## src/rtl/swin_ctrl.sv

```systemverilog
module swin_ctrl #(
  parameter int TAPS = 32,
  parameter int SW   = 1,
  parameter int NEN  = 4,
  parameter int CW   = 18,
  parameter int LW   = 6
) (
  input  logic                 clk,
  input  logic                 rst_n,
  input  logic [CW-1:0]        cfg_period,
  input  logic [CW-1:0]        cfg_offset,
  input  logic [CW-1:0]        cfg_width,
  input  logic [CW-1:0]        cfg_settle,
  input  logic [NEN*LW-1:0]    cfg_lead,
  input  logic [NEN*LW-1:0]    cfg_lag,
  input  logic [TAPS-1:0]      cfg_phase_sel,
  output logic [NEN-1:0]       fe_en,
  output logic [TAPS-1:0]      adc_strobe,
  input  logic [TAPS-1:0]      adc_ready,
  input  logic [TAPS*SW-1:0]   adc_sample,
  output logic [TAPS*SW-1:0]   word_data,
  output logic                 word_valid,
  output logic                 window_err
);
  localparam int XW = CW + LW + 2;
  localparam int DW = TAPS * SW;

  logic              init, s_duty, cfg_duty;
  logic [CW-1:0]     cnt, s_per, s_off, s_win, s_set;
  logic [NEN*LW-1:0] s_lead, s_lag;
  logic [TAPS-1:0]   s_sel, got, got_n;
  logic [DW-1:0]     cap, cap_n, selx;
  logic [LW-1:0]     mx_lead, mx_lag;
  logic [XW-1:0]     need, cntx, w0, wend;
  logic              wrap, inwin, opn, cls, all_in;

  always_comb begin
    mx_lead = '0;
    mx_lag  = '0;
    for (int k = 0; k < NEN; k++) begin
      if (cfg_lead[k*LW +: LW] > mx_lead) mx_lead = cfg_lead[k*LW +: LW];
      if (cfg_lag[k*LW +: LW]  > mx_lag)  mx_lag  = cfg_lag[k*LW +: LW];
    end
  end

  assign need = XW'(cfg_offset) + XW'(cfg_settle) + XW'(cfg_width) + XW'(mx_lag);
  assign cfg_duty = (cfg_width != '0) && (cfg_width < cfg_period) &&
                    (XW'(cfg_offset) >= XW'(mx_lead)) && (need <= XW'(cfg_period));

  assign wrap = init || (cnt == s_per - 1'b1);

  always_ff @(posedge clk or negedge rst_n) begin
    if (!rst_n) begin
      init   <= 1'b1;
      cnt    <= '0;
      s_per  <= '0;
      s_off  <= '0;
      s_win  <= '0;
      s_set  <= '0;
      s_lead <= '0;
      s_lag  <= '0;
      s_sel  <= '0;
      s_duty <= 1'b0;
    end else if (wrap) begin
      init   <= 1'b0;
      cnt    <= '0;
      s_per  <= (cfg_period == '0) ? CW'(1) : cfg_period;
      s_off  <= cfg_offset;
      s_win  <= cfg_width;
      s_set  <= cfg_settle;
      s_lead <= cfg_lead;
      s_lag  <= cfg_lag;
      s_sel  <= cfg_phase_sel;
      s_duty <= cfg_duty;
    end else begin
      cnt <= cnt + 1'b1;
    end
  end

  assign cntx  = XW'(cnt);
  assign w0    = s_duty ? XW'(s_off) + XW'(s_set) : '0;
  assign wend  = w0 + (s_duty ? XW'(s_win) : XW'(s_per));
  assign inwin = !init && (cntx >= w0) && (cntx < wend);
  assign opn   = !init && (cntx == w0);
  assign cls   = !init && (cntx == wend - 1'b1);

  for (genvar k = 0; k < NEN; k++) begin : g_en
    logic [XW-1:0] lo, hi;
    assign lo = XW'(s_off) - XW'(s_lead[k*LW +: LW]);
    assign hi = XW'(s_off) + XW'(s_set) + XW'(s_win) + XW'(s_lag[k*LW +: LW]);
    assign fe_en[k] = !init && (!s_duty || ((cntx >= lo) && (cntx < hi)));
  end

  assign adc_strobe = opn ? s_sel : '0;

  for (genvar p = 0; p < TAPS; p++) begin : g_ph
    logic take;
    assign take     = inwin && adc_ready[p] && s_sel[p];
    assign got_n[p] = take || (got[p] && !opn);
    assign cap_n[p*SW +: SW] = take ? adc_sample[p*SW +: SW] :
                               (opn ? '0 : cap[p*SW +: SW]);
    assign selx[p*SW +: SW]  = {SW{s_sel[p]}};
  end

  assign all_in = &(got_n | ~s_sel);

  always_ff @(posedge clk or negedge rst_n) begin
    if (!rst_n) begin
      got        <= '0;
      cap        <= '0;
      word_data  <= '0;
      word_valid <= 1'b0;
      window_err <= 1'b0;
    end else begin
      got        <= got_n;
      cap        <= cap_n;
      word_valid <= cls && all_in;
      window_err <= cls && !all_in;
      if (cls && all_in) word_data <= cap_n;
    end
  end

  assert_cfg_hold_R2: assert property (@(posedge clk) disable iff (!rst_n)
    (!init && cnt != '0) |-> ($stable(s_per) && $stable(s_off) && $stable(s_win) &&
                              $stable(s_set) && $stable(s_sel) && $stable(s_duty)));

  assert_enables_cover_strobe_R3: assert property (@(posedge clk) disable iff (!rst_n)
    (|adc_strobe) |-> (&fe_en));

  assert_single_strobe_R4: assert property (@(posedge clk) disable iff (!rst_n)
    ((|adc_strobe) && s_duty) |=> !(|adc_strobe));

  assert_unselected_zero_R9: assert property (@(posedge clk) disable iff (!rst_n)
    word_valid |-> ((word_data & ~$past(selx)) == '0));

  assert_one_outcome_R10: assert property (@(posedge clk) disable iff (!rst_n)
    !(word_valid && window_err));
endmodule

```

## config.mk

```make
export PLATFORM = sky130hd
export DESIGN_NAME = swin_ctrl
export DESIGN_NICKNAME = d
export VERILOG_FILES = /design/src/rtl/swin_ctrl.sv
export SDC_FILE = /design/constraint.sdc
export NUM_CORES = 1
export LEC_CHECK = 0
export BUFFER_PORTS_ARGS = -buffer_cell sky130_fd_sc_hd__buf_2
export CORE_MARGIN = 2
export CORE_UTILIZATION = 55
export CTS_CLUSTER_DIAMETER = 150
export DETAILED_ROUTE_END_ITERATION = 7
export PLACE_DENSITY = 0.75
export SLEW_MARGIN = 10
export SYNTH_ARGS = -nofsm -noshare
export SYNTH_HDL_FRONTEND = slang
export SYNTH_SLANG_ARGS = --single-unit
```

## constraint.sdc

```tcl
create_clock -name clk -period 22 [get_ports clk]
set_input_delay 2.2 -clock clk [delete_from_list [all_inputs] [get_ports clk]]
set_output_delay 2.2 -clock clk [all_outputs]
set_load 0.01 [all_outputs]
```

* Yosys cells after proc, flatten, opt, wreduce, memory -nomap -nowiden *
Cells that the tools add are included.

cells by class
  add/sub/neg operators = 17
  order comparisons = 21
  equality and inequality tests = 3
  multiplexer cells = 77
  bitwise operators = 2
  reductions and logical operators = 157

operators with widths
  cell                   count
  $ge 18x26->1           5
  $logic_and 1x1->1      113
  $lt 18x26->1           4
  $add 26x6->26          3
  $sub 18x6->19          4
  $mux 1                 64
  $mux 18                3
  $eq 18x26->1           2
  $mux 6                 8
  $add 20x6->21          2
  $add 19x18->20         2
  $add 18x18->19         2
  $logic_or 1x1->1       37
  $gt 6x6->1             6
  $mux 32                1
  $not 32->32            1
  $or 32x32->32          1
  $reduce_and 32->1      1
  $add 26x18->26         1
  $mux 26                1
  $sub 26x1->26 const B  1
  $le 21x18->1           1
  $lt 18x21->1           1
  $add 18x1->18 const B  1
  8 further kinds        12

word-level totals
  flip-flop bits (word level) = 270
  input bits = 218
  output and inout port bits = 70

* Depth between registers and ports, before layout *
Gate-level depths: netlist (run 1).

  depth after elaboration = 12
  mapped depth = 51
  mapped depth without buffers = 51

* Worst setup path after synthesis (run 1) *
OpenSTA, ideal clock, no wires.

  path kind = input to register
  start = input port cfg_lag[1]
  end = register s_duty
  setup time = 0.087 ns
  arrival = 10.457 ns
  required time = 21.913 ns
  setup slack = 11.456 ns
  stages on the path = 49
  path buffers = 0
  cells stage by stage = inv_1 > ha_1 > nor2b_1 > o21a_1 > o21a_1 > o21a_1 > o21ai_0 > a32oi_1 > nor2_1 > a21oi_1 > ha_1 > a21oi_1 > nor2_1 > o21ai_0 > nand2b_1 > o21ai_0 > nor2_1 > o32ai_1 > [13 not listed] > a21boi_0 > o21a_1 > o21ai_0 > nand2b_1 > nand4_1 > a31oi_1 > a311oi_1 > o21bai_1 > a21oi_1 > xnor2_1 > ha_1 > and3_1 > nand3_1 > nor3_1 > nand2_1 > nand2_1 > nand3_1 > a22oi_1

between the ends
  longest elaborated chain between the ends = 11

ends and longest elaborated chain
  element                 line  source
  start: declaration      15    input logic [NEN*LW-1:0] cfg_lag,
  $gt 6x1->1              42    if (cfg_lag[k*LW +: LW] > mx_lag) mx_lag = cfg_lag[k*LW +: LW];
  $mux 6 (*)              42
  $gt 6x6->1              42
  $mux 6 (*)              42
  $gt 6x6->1              42
  $mux 6 (*)              42
  $gt 6x6->1              42
  $mux 6 (*)              42
  $add 20x6->21 (*)       46    assign need = XW'(cfg_offset) + XW'(cfg_settle) + XW'(cfg_width) + XW'(mx_lag);
  $le 21x18->1 (*)        48    (XW'(cfg_offset) >= XW'(mx_lead)) && (need <= XW'(cfg_period));
  $logic_and 1x1->1 (*)   48
  end signal: assignment  74    s_duty <= cfg_duty;
  end: declaration        28    logic init, s_duty, cfg_duty;

Mark *: on every way between the ends. The rest lies on a longest branch, timed or not.
A chain may end at the register's enable or synchronous reset.

* Final worst setup path (run 1) *
Same ends and word-level chain as after synthesis.

==> run summary, run 1 <==
Status: finished clean
Area of the die: 49750 um2
Number of cells on the worst hold path: 2
I/O pins: 288
Most common library cell in the layout ignoring fill and taps: sky130_fd_sc_hd__ha_1
Sink Count: 270
Final weighted congestion in routability-driven placement: 0.9756
Final clock skew: 0.02895 ns
# Post-CTS Setup Buffers: 0
DRC: 0
Element type at the critical path start: primary input
Length of routed met3 wiring: 5953 um
Part of the total power dissipated in the clock network: 18.9%
Part of the power in combinational logic: 59.6%
GRT Resource Usage Total: 34.60%
Endpoint class of the critical path: register
Portion of the post-synthesis area used by sequential elements: 25.61%
Final setup fails: 0
Leading cell types in the layout, fill and taps excluded: 388 x sky130_fd_sc_hd__ha_1, 286 x sky130_fd_sc_hd__buf_2, 269 x sky130_fd_sc_hd__dfrtp_1, 214 x sky130_fd_sc_hd__inv_1, 214 x sky130_fd_sc_hd__nand2_1
Largest fanout on the critical path: 10
Largest voltage drop on the vdd net: 0.06384 mV
Port Buf Inserts: 287
Share of layout cells above drive strength 1: 17.69%
CTS tree: done
Endpoint arrival time on the critical path: 11.89 ns
Avg Synthesized Cell Area: 9.066 um2
Per-cell via count in the routed design: 6.189
Sum of buffers and inverters on the critical path: 3
Number of hold buffers added after cts: 0
Number of unique standard cell types used by synthesis: 88
Horizontal die dimension: 223.1 um
Register bit count reported by yosys: 270
Cell count after synthesis: 2911
Power dissipated by switching net loads: 1.320 mW
Most common cell type on the critical path: sky130_fd_sc_hd__o21ai_0
Max_cap viols: 0
Post-Syn Area: 26390 um2
Vias in the first global route: 23.75k
Final Slew Violations: 0
Setup repair after global routing missed its margin: no
Max transition margin: 29.51%
Top delay family on crit path: compound AO/OA/AOI/OAI gates
Leak: 14.81 nW
CP required: 22.50 ns
Clock transition at the registers of the reported paths: 0.06 ns
CP max stage delay: 0.66 ns
CTS max path bufs: 3
Die boundary height: 223.1 um
Area occupied by multi-input gates: 18470 um2
Core Region: 47550 um2
Number of levels in the clock H-tree: 1
Initial Utilization: 55.51%
Worst-Margin Slew: 1.057 ns
Post-synthesis net count: 3552
Routed length on met1: 36920 um
Final non-filler cell total: 3808
Number of warnings printed during yosys synthesis: 0
Count of fill cells added during filler insertion: 4044
Insertion delay to the later sink of the worst-skew pair: 0.61 ns
Wirelength per Cell: 22.77 um
Cell Pwr Density: 100.1 nW/um2
Placement Rows: 80
Slowest-stage cell, CP: sky130_fd_sc_hd__a32oi_1
Final #Nets: 3805
Global-route congestion overflow total: 0
DP HPWL: 69490 um
Worst min-delay path class: reg -> reg
Setup total negative slack: 0 ns
Met2 Routed Length: 39980 um
Highest routed metal layer: met5
Number of gates resized after CTS: 0
Type of the worst setup path: in -> reg
Remaining antenna violation count: 0
Shortest period the worst path allows: 11.39 ns
Worst-case setup margin in the final layout: 10.61 ns
Sequential share of power: 21.5%
Number of placed instances, taps included: 3746
Pre-CTS WS: 10.03 ns
Number of logic stages on the critical path including buffering: 51
Pre-Repair DR Iteration Count: 5
Pin count of the biggest net entering global routing: 116
Routed via count: 23.57k
Sum of routed wire length over all layers: 86690 um
Highest clock rate: 87.78 MHz
Total count of hold-check failures in the final report: 0
Async set-reset flop share out of synthesis: 100.0%
Global-route wire length before repair: 134700 um
Initial antenna violation count: 10
Count of cells along the worst register-to-register path: 32
Growth of design area from synthesis to finish: 12.09%
CTS Buf Count: 31
First DRT Iteration DRCs: 1722
Area taken by flip-flops and latches: 6758 um2
Clock root buffer: sky130_fd_sc_hd__clkbuf_16
Fraction of power spent switching nets: 44.58%
Total internal power: 1.641 mW
Portion of the clock cycle consumed by the worst path in the final layout: 51.78%
Number of flops mapped to enable cells by yosys: 0
Top_reg_cell synth: sky130_fd_sc_hd__dfrtp_1
## flip-flops by register name, summed over array words and instances (netlist names)
signal	cells
cap	32
cnt	18
got	32
init	1
s_duty	1
s_lag	24
s_lead	24
s_off	18
s_per	18
s_sel	32
s_set	18
s_win	18
window_err	1
word_data	32
word_valid	1
## cell type report
| cell class | instances | share of cell area, % |
|---|---|---|
| sequential | 270 | 22.84 |
| multi-input combinational | 2329 | 62.43 |
| timing repair buffer | 317 | 5.651 |
| inverter | 215 | 2.728 |
| clock inverter | 11 | 0.6175 |
| tap | 615 | 2.601 |
| antenna | 4 | 0.03384 |
| clock buffer | 47 | 3.096 |
## power groups by stage
stage	Clock, mW	Combinational [mW]	Sequential (mW)
2_1_floorplan	0	1.31	0.610
3_3_place_gp	0	1.68	0.639
3_5_place_dp	0	1.74	0.642
4_1_cts	0.561	1.76	0.634
5_1_grt	0.583	1.97	0.644
6_report	0.559	1.77	0.637
## tightest hold or removal path, delay by kind of cell, from the launching register on
family,cells,cell delay (ns)
DFF,1,0.32
and+or+nand+nor,2,0.11
## layer usage
layer,track usage [%],up-vias
met5,0,-
met4,13.64,8
met3,4.899,218
met2,57.40,899
met1,45.69,11443
li1,-,11001
## synthesized netlist by cell type (37+ instances only)
cell type                  instances  area share (%)
sky130_fd_sc_hd__mux2_2          135             5.8
sky130_fd_sc_hd__a21o_1           99             2.8
sky130_fd_sc_hd__and2_1           64             1.5
sky130_fd_sc_hd__xnor2_1         177             5.9
sky130_fd_sc_hd__o21ai_0         162             3.1
sky130_fd_sc_hd__nand3_1          87             1.6
sky130_fd_sc_hd__inv_1           214             3.0
sky130_fd_sc_hd__xor2_1           64             2.1
sky130_fd_sc_hd__clkbuf_1         70             1.0
sky130_fd_sc_hd__nand2b_1         37            0.88
sky130_fd_sc_hd__ha_1            388              18
sky130_fd_sc_hd__a21oi_1         138             2.6
sky130_fd_sc_hd__nor3_1           47            0.89
sky130_fd_sc_hd__o21a_1           47             1.3
sky130_fd_sc_hd__nor2_1          150             2.1
sky130_fd_sc_hd__nand2_1         214             3.0
sky130_fd_sc_hd__dfrtp_1         269              26
## kinds of logic (layout without fill, tap and decap cells)
group | after synthesis | after routing | synth area share [%]
xor+xnor | 243 | 243 | 8.145
other cells | 1 | 5 | 0.01421
flops | 270 | 270 | 25.61
simple gates | 793 | 793 | 15.22
fa+ha+maj | 423 | 423 | 21.05
buf+inv | 312 | 590 | 4.551
mux | 179 | 179 | 7.979
compound gates | 690 | 690 | 17.43
## path summary, 6_finish.rpt
kind                             from           end  slack, ns
max                        cfg_lag[1]        s_duty      10.61
min                            got[9]        got[9]       0.47
max reg2reg                  s_off[1]  word_data[0]      11.71
min reg2reg                    got[9]        got[9]       0.47
max in group asynchronous       rst_n       cap[29]      18.69
min in group asynchronous       rst_n    s_lead[13]       1.63
## per-stage QoR
stage | total power, mW | instance area [um2] | hold WS (ns) | utilization, %
2_1_floorplan | 1.922 | 26390 | 0.4323 | -
3_3_place_gp | 2.323 | 28470 | 0.4452 | 59.88
3_5_place_dp | 2.385 | 28470 | 0.4500 | 59.88
4_1_cts | 2.952 | 29570 | 0.4638 | 62.19
5_1_grt | 3.199 | 29580 | 0.4793 | 62.22
6_report | 2.961 | 29580 | 0.4669 | 62.22
(Power assumes the default switching activity.)
==> inputs of run 2 (changes only) <==
PLACE_DENSITY = 0.78   (was 0.75)
clock period = 10.25 ns   (was 22 ns; I/O delays follow)
==> run summary, run 2 (same netlist as run 1, synthesis figures left out) <==
DRC: 0 (unchanged)
Element type at the critical path start: primary input (unchanged)
Worst min-delay path class: reg -> reg (unchanged)
Final setup fails: 0 (unchanged)
Die boundary height: 223.1 um (unchanged)
Setup total negative slack: 0 ns (unchanged)
Horizontal die dimension: 223.1 um (unchanged)
Initial Utilization: 55.51% (unchanged)
Status: finished clean (unchanged)
GRT Resource Usage Total: 35.18% (was 34.60%)
Final non-filler cell total: 3819 (was 3808)
Area occupied by multi-input gates: 18490 um2 (was 18470 um2)
Endpoint class of the critical path: register (unchanged)
Portion of the clock cycle consumed by the worst path in the final layout: 93.10%
Remaining antenna violation count: 0 (unchanged)
Clock transition at the registers of the reported paths: 0.06 ns (about the same)
Number of placed instances, taps included: 3749 (was 3746)
Global-route congestion overflow total: 0 (unchanged)
Final Slew Violations: 0 (unchanged)
Most common library cell in the layout ignoring fill and taps: sky130_fd_sc_hd__ha_1 (unchanged)
Share of layout cells above drive strength 1: 18.07% (was 17.69%)
CTS Buf Count: 35 (was 31)
Area of the die: 49750 um2 (unchanged)
Clock root buffer: sky130_fd_sc_hd__clkbuf_16 (unchanged)
Setup repair after global routing missed its margin: no (unchanged)
Number of levels in the clock H-tree: 2 (was 1)
CTS max path bufs: 3 (unchanged)
CP max stage delay: 0.51 ns (was 0.66 ns)
Worst-Margin Slew: 1.120 ns (was 1.057 ns)
Type of the worst setup path: in -> reg (unchanged)
Final #Nets: 3814 (was 3805)
Global-route wire length before repair: 136000 um (was 134700 um)
Core Region: 47550 um2 (unchanged)
CP required: 10.72 ns (was 22.50 ns)
Slowest-stage cell, CP: sky130_fd_sc_hd__fa_1 (was sky130_fd_sc_hd__a32oi_1)
Port Buf Inserts: 287 (unchanged)
Per-cell via count in the routed design: 6.250 (was 6.189)
Endpoint arrival time on the critical path: 10.02 ns (was 11.89 ns)
I/O pins: 288 (unchanged)
Leak: 14.88 nW (was 14.81 nW)
Largest fanout on the critical path: 9 (was 10)
Leading cell types in the layout, fill and taps excluded: 388 x sky130_fd_sc_hd__ha_1, 286 x sky130_fd_sc_hd__buf_2, 269 x sky130_fd_sc_hd__dfrtp_1, 214 x sky130_fd_sc_hd__inv_1, 214 x sky130_fd_sc_hd__nand2_1 (unchanged)
Total count of hold-check failures in the final report: 0 (unchanged)
Sink Count: 270 (unchanged)
Wirelength per Cell: 23.13 um (was 22.77 um)
Area taken by flip-flops and latches: 6758 um2 (unchanged)
Most common cell type on the critical path: sky130_fd_sc_hd__o21ai_0 (unchanged)
First DRT Iteration DRCs: 2187 (was 1722)
Shortest period the worst path allows: 9.543 ns
Largest voltage drop on the vdd net: 0.1698 mV (was 0.06384 mV)
Final clock skew: 0.04113 ns (was 0.02895 ns)
Initial antenna violation count: 6 (was 10)
CTS tree: done (unchanged)
Number of hold buffers added after cts: 0 (unchanged)
Fraction of the core area covered by cells at the end of the flow: 62.54% (was 62.22%)
Max_cap viols: 0 (unchanged)
Placement Rows: 80 (unchanged)
Cell Pwr Density: 217.8 nW/um2 (was 100.1 nW/um2)
Final weighted congestion in routability-driven placement: 0.9707 (was 0.9756)
Vias in the first global route: 23.70k (was 23.75k)
Highest clock rate: 104.8 MHz
DP HPWL: 69510 um (was 69490 um)
Max transition margin: 24.72% (was 29.51%)
Pre-Repair DR Iteration Count: 5 (unchanged)
Pin count of the biggest net entering global routing: 210 (was 116)
Sum of routed wire length over all layers: 88330 um (was 86690 um)
Growth of design area from synthesis to finish: 12.67% (was 12.09%)
Insertion delay to the later sink of the worst-skew pair: 0.58 ns (was 0.61 ns)
Routed via count: 23.87k (was 23.57k)
Count of fill cells added during filler insertion: 3954 (was 4044)
run 2: area by class of cell:
cell class	instances	share of cell area, %
Clock buffer	47	3.299
Multi-Input combinational cell	2329	62.17
Clock inverter	16	0.6228
Sequential cell	270	22.73
Timing Repair Buffer	322	5.832
Tap cell	615	2.588
Inverter	215	2.714
Antenna cell	5	0.04208
run 2: worst max-delay path, delay by kind of cell:
family,cells,cell delay [ns]
and+or+nand+nor,15,1.48
AOI/OAI and AO/OA,25,4.72
buffers and inverters,3,0.34
muxes,1,0.42
adders and majority gates,6,2.04
run 2: final timing paths:
path / start / endpoint / slack (ns) / cells past startpoint
worst max-delay path: cfg_lag[1] / s_duty / 0.71 / 50
worst min-delay path: got[11] / got[11] / 0.47 / 2
worst max register to register: s_off[1] / word_data[0] / 1.09 / 33
worst min register to register: got[11] / got[11] / 0.47 / 2
max in group asynchronous: rst_n / cap[19] / 8.36 / 2
min in group asynchronous: rst_n / s_lead[14] / 0.49 / 1
run 2: metal layers:
layer / wire, um / track usage (%) / vias up
met4: 3296 / 11.95 / 6
li1: - / - / 11001
met1: 37860 / 47.64 / 11615
met2: 40250 / 57.23 / 1033
met5: 34 / 0 / -
met3: 6882 / 5.782 / 212
run 2: where the power goes:
group	leakage, nW	internal [mW]	switching, mW	total, mW
combinational	11.0	1.59	2.26	3.85
clock	0.565	0.732	0.523	1.26
sequential	3.36	1.23	0.143	1.37
run 2: through the flow:
step | power (mW) | instance area [um2] | worst slack [ns] | hold WS (ns)
final | 6.476 | 29730 | 0.7070 | 0.4656
after global routing | 6.958 | 29730 | 0.04693 | 0.4919
after CTS | 6.412 | 29680 | 0.5378 | 0.4660
after detailed placement | 5.131 | 28520 | -0.04097 | 0.4519
after global placement | 4.983 | 28520 | 0.08994 | 0.4447
after floorplan | 4.125 | 26390 | 0.8813 | 0.4323
run 2: repair_timing:
item                       CTS  global route
setup endpoints to repair    0             1
buffers inserted             0             2
resized for setup            0             4
==> inputs of run 3 (changes only) <==
CORE_UTILIZATION = 25   (was 55)
MAX_ROUTING_LAYER = met4   (was not set)
PLACE_DENSITY = 0.52   (was 0.78)
==> run summary, run 3 (same netlist as run 1, synthesis figures left out) <==
Most common library cell in the layout ignoring fill and taps: sky130_fd_sc_hd__ha_1 (unchanged)
Shortest period the worst path allows: 9.361 ns (was 9.543 ns)
Startpoint of the worst register-to-register path: s_off[1] (unchanged)
Clock transition at the registers of the reported paths: 0.07 ns (was 0.06 ns)
Leading cell types in the layout, fill and taps excluded: 388 x sky130_fd_sc_hd__ha_1, 286 x sky130_fd_sc_hd__buf_2, 268 x sky130_fd_sc_hd__dfrtp_1, 214 x sky130_fd_sc_hd__inv_1, 214 x sky130_fd_sc_hd__nand2_1 (was 388 x sky130_fd_sc_hd__ha_1, 286 x sky130_fd_sc_hd__buf_2, 269 x sky130_fd_sc_hd__dfrtp_1, 214 x sky130_fd_sc_hd__inv_1, 214 x sky130_fd_sc_hd__nand2_1)
Final weighted congestion in routability-driven placement: 0.9139 (was 0.9707)
First DRT Iteration DRCs: 1515 (was 2187)
Slowest-stage cell, CP: sky130_fd_sc_hd__fa_1 (unchanged)
Sink Count: 270 (unchanged)
Port Buf Inserts: 287 (unchanged)
Pin count of the biggest net entering global routing: 180 (was 210)
Placement Rows: 119 (was 80)
Pre-Repair DR Iteration Count: 5 (unchanged)
Status: finished clean (unchanged)
Count of fill cells added during filler insertion: 11.23k (was 3954)
Endpoint class of the critical path: register (unchanged)
Top delay family on crit path: compound AO/OA/AOI/OAI gates (unchanged)
CTS Buf Count: 35 (unchanged)
Area occupied by multi-input gates: 18490 um2 (about the same)
Final #Nets: 3825 (was 3814)
GRT Resource Usage Total: 17.31% (was 35.18%)
Share of layout cells above drive strength 1: 18.39% (was 18.07%)
# Post-CTS Setup Buffers: 0 (unchanged)
Fraction of power spent switching nets: 44.91% (was 45.17%)
Overall power of the completed layout: 6.525 mW (was 6.476 mW)
Routed via count: 22.72k (was 23.87k)
Sequential share of power: 21.0% (was 21.1%)
Final clock skew: 0.01556 ns (was 0.04113 ns)
Worst min-delay path class: in -> async (was reg -> reg)
Element type at the critical path start: primary input (unchanged)
Leak: 14.94 nW (was 14.88 nW)
Worst-Margin Slew: 1.046 ns (was 1.120 ns)
Number of hold buffers added after cts: 0 (unchanged)
Largest fanout on the critical path: 7 (was 9)
Horizontal die dimension: 328.9 um (was 223.1 um)
Most common cell type on the critical path: sky130_fd_sc_hd__o21ai_0 (unchanged)
Largest voltage drop on the vdd net: 0.1045 mV (was 0.1698 mV)
Total internal power: 3.594 mW (was 3.550 mW)
Sum of buffers and inverters on the critical path: 6 (was 3)
Sum of routed wire length over all layers: 92050 um (was 88330 um)
Type of the worst setup path: in -> reg (unchanged)
CTS max path bufs: 3 (unchanged)
Area of the die: 108200 um2 (was 49750 um2)
Cell Pwr Density: 212.0 nW/um2 (was 217.8 nW/um2)
Core Region: 105000 um2 (was 47550 um2)
Total count of hold-check failures in the final report: 0 (unchanged)
Part of the total power dissipated in the clock network: 19.7% (was 19.4%)
Launch point of the worst path: cfg_lag[1] (unchanged)
Growth of design area from synthesis to finish: 16.62% (was 12.67%)
Max transition margin: 30.05% (was 24.72%)
Highest clock rate: 106.8 MHz (was 104.8 MHz)
Remaining antenna violation count: 0 (unchanged)
Number of levels in the clock H-tree: 2 (unchanged)
I/O pins: 288 (unchanged)
Vias in the first global route: 22.18k (was 23.70k)
Part of the power in combinational logic: 59.3% (was 59.5%)
Number of gates resized after CTS: 0 (unchanged)
CTS tree: done (unchanged)
Global-route wire length before repair: 138900 um (was 136000 um)
Per-cell via count in the routed design: 4.934 (was 6.250)
CP max stage delay: 0.51 ns (about the same)
CP required: 10.73 ns (was 10.72 ns)
Fraction of the core area covered by cells at the end of the flow: 29.32% (was 62.54%)
Max_cap viols: 0 (unchanged)
Wirelength per Cell: 19.99 um (was 23.13 um)
Portion of the clock cycle consumed by the worst path in the final layout: 91.33% (was 93.10%)
Power dissipated by switching net loads: 2.930 mW (was 2.925 mW)
Initial Utilization: 25.14% (was 55.51%)
Final Slew Violations: 0 (unchanged)
Die boundary height: 328.9 um (was 223.1 um)
Clock root buffer: sky130_fd_sc_hd__clkbuf_16 (unchanged)
Insertion delay to the later sink of the worst-skew pair: 0.56 ns (was 0.58 ns)
Endpoint arrival time on the critical path: 9.84 ns (was 10.02 ns)
Initial antenna violation count: 7 (was 6)
Global-route congestion overflow total: 0 (unchanged)
DP HPWL: 72770 um (was 69510 um)
DRC: 0 (unchanged)
Area taken by flip-flops and latches: 6759 um2 (was 6758 um2)
Final setup fails: 0 (unchanged)
## run 3: worst paths after layout
kind | end | slack (ns) | depth (start not counted)
setup / recovery | s_duty | 0.89 | 54
hold / removal | s_lead[12] | 0.45 | 1
setup reg to reg | word_data[31] | 1.09 | 32
hold reg to reg | got[21] | 0.47 | 2
max in group asynchronous | cap[31] | 7.55 | 3
min in group clk | got[21] | 0.47 | 2
## run 3: through the flow
stage	hold slack [ns]	instances	cell area, um2	setup TNS [ns]	setup slack, ns
after global placement	0.4480	4538	29580	0	0.4169
after detailed placement	0.4511	4538	29580	0	0.3970
final	0.4506	4604	30780	0	0.8887
after floorplan	0.4323	2911	26390	0	0.8813
after global routing	0.4901	4604	30780	-0.05536	-0.05536
after CTS	0.4582	4599	30740	0	0.9552
## run 3: final cells by class
type                       count  area share (%)
antenna                        5         0.04066
clock buffer                  44           3.155
clock inverter                17          0.6383
inverter                     215           2.622
multi-input combinational   2329           60.06
sequential                   270           21.96
tap                         1391           5.655
timing repair buffer         333           5.862
## run 3: power by group through the flow
stage                     clock [mW]  combinational, mW  sequential [mW]
after detailed placement           0               3.84             1.39
after global placement             0               3.79             1.38
after CTS                       1.31               3.86             1.37
final                           1.28               3.87             1.37
after global routing            1.36               4.36             1.39
after floorplan                    0               2.81             1.31
## run 3: worst register-to-register path, delay by kind of cell, from the launching register on
kind	cells	cell delay [ns]
xor gates and xnor gates	2	0.49
buffers and inverters	4	0.91
AOI/OAI and AO/OA	15	3.62
muxes	1	0.42
and+or+nand+nor	7	1.79
DFF	1	0.77
adders and majority gates	3	1.01
## run 3: layer usage
layer | GRT usage [%] | share of wire, % | up-vias
met3 | 1.544 | 3.7 | 78
met1 | 23.56 | 47 | 11105
met5 | - | 0 | -
li1 | - | - | 11038
met2 | 27.70 | 47 | 496
met4 | 4.020 | 2.0 | 0
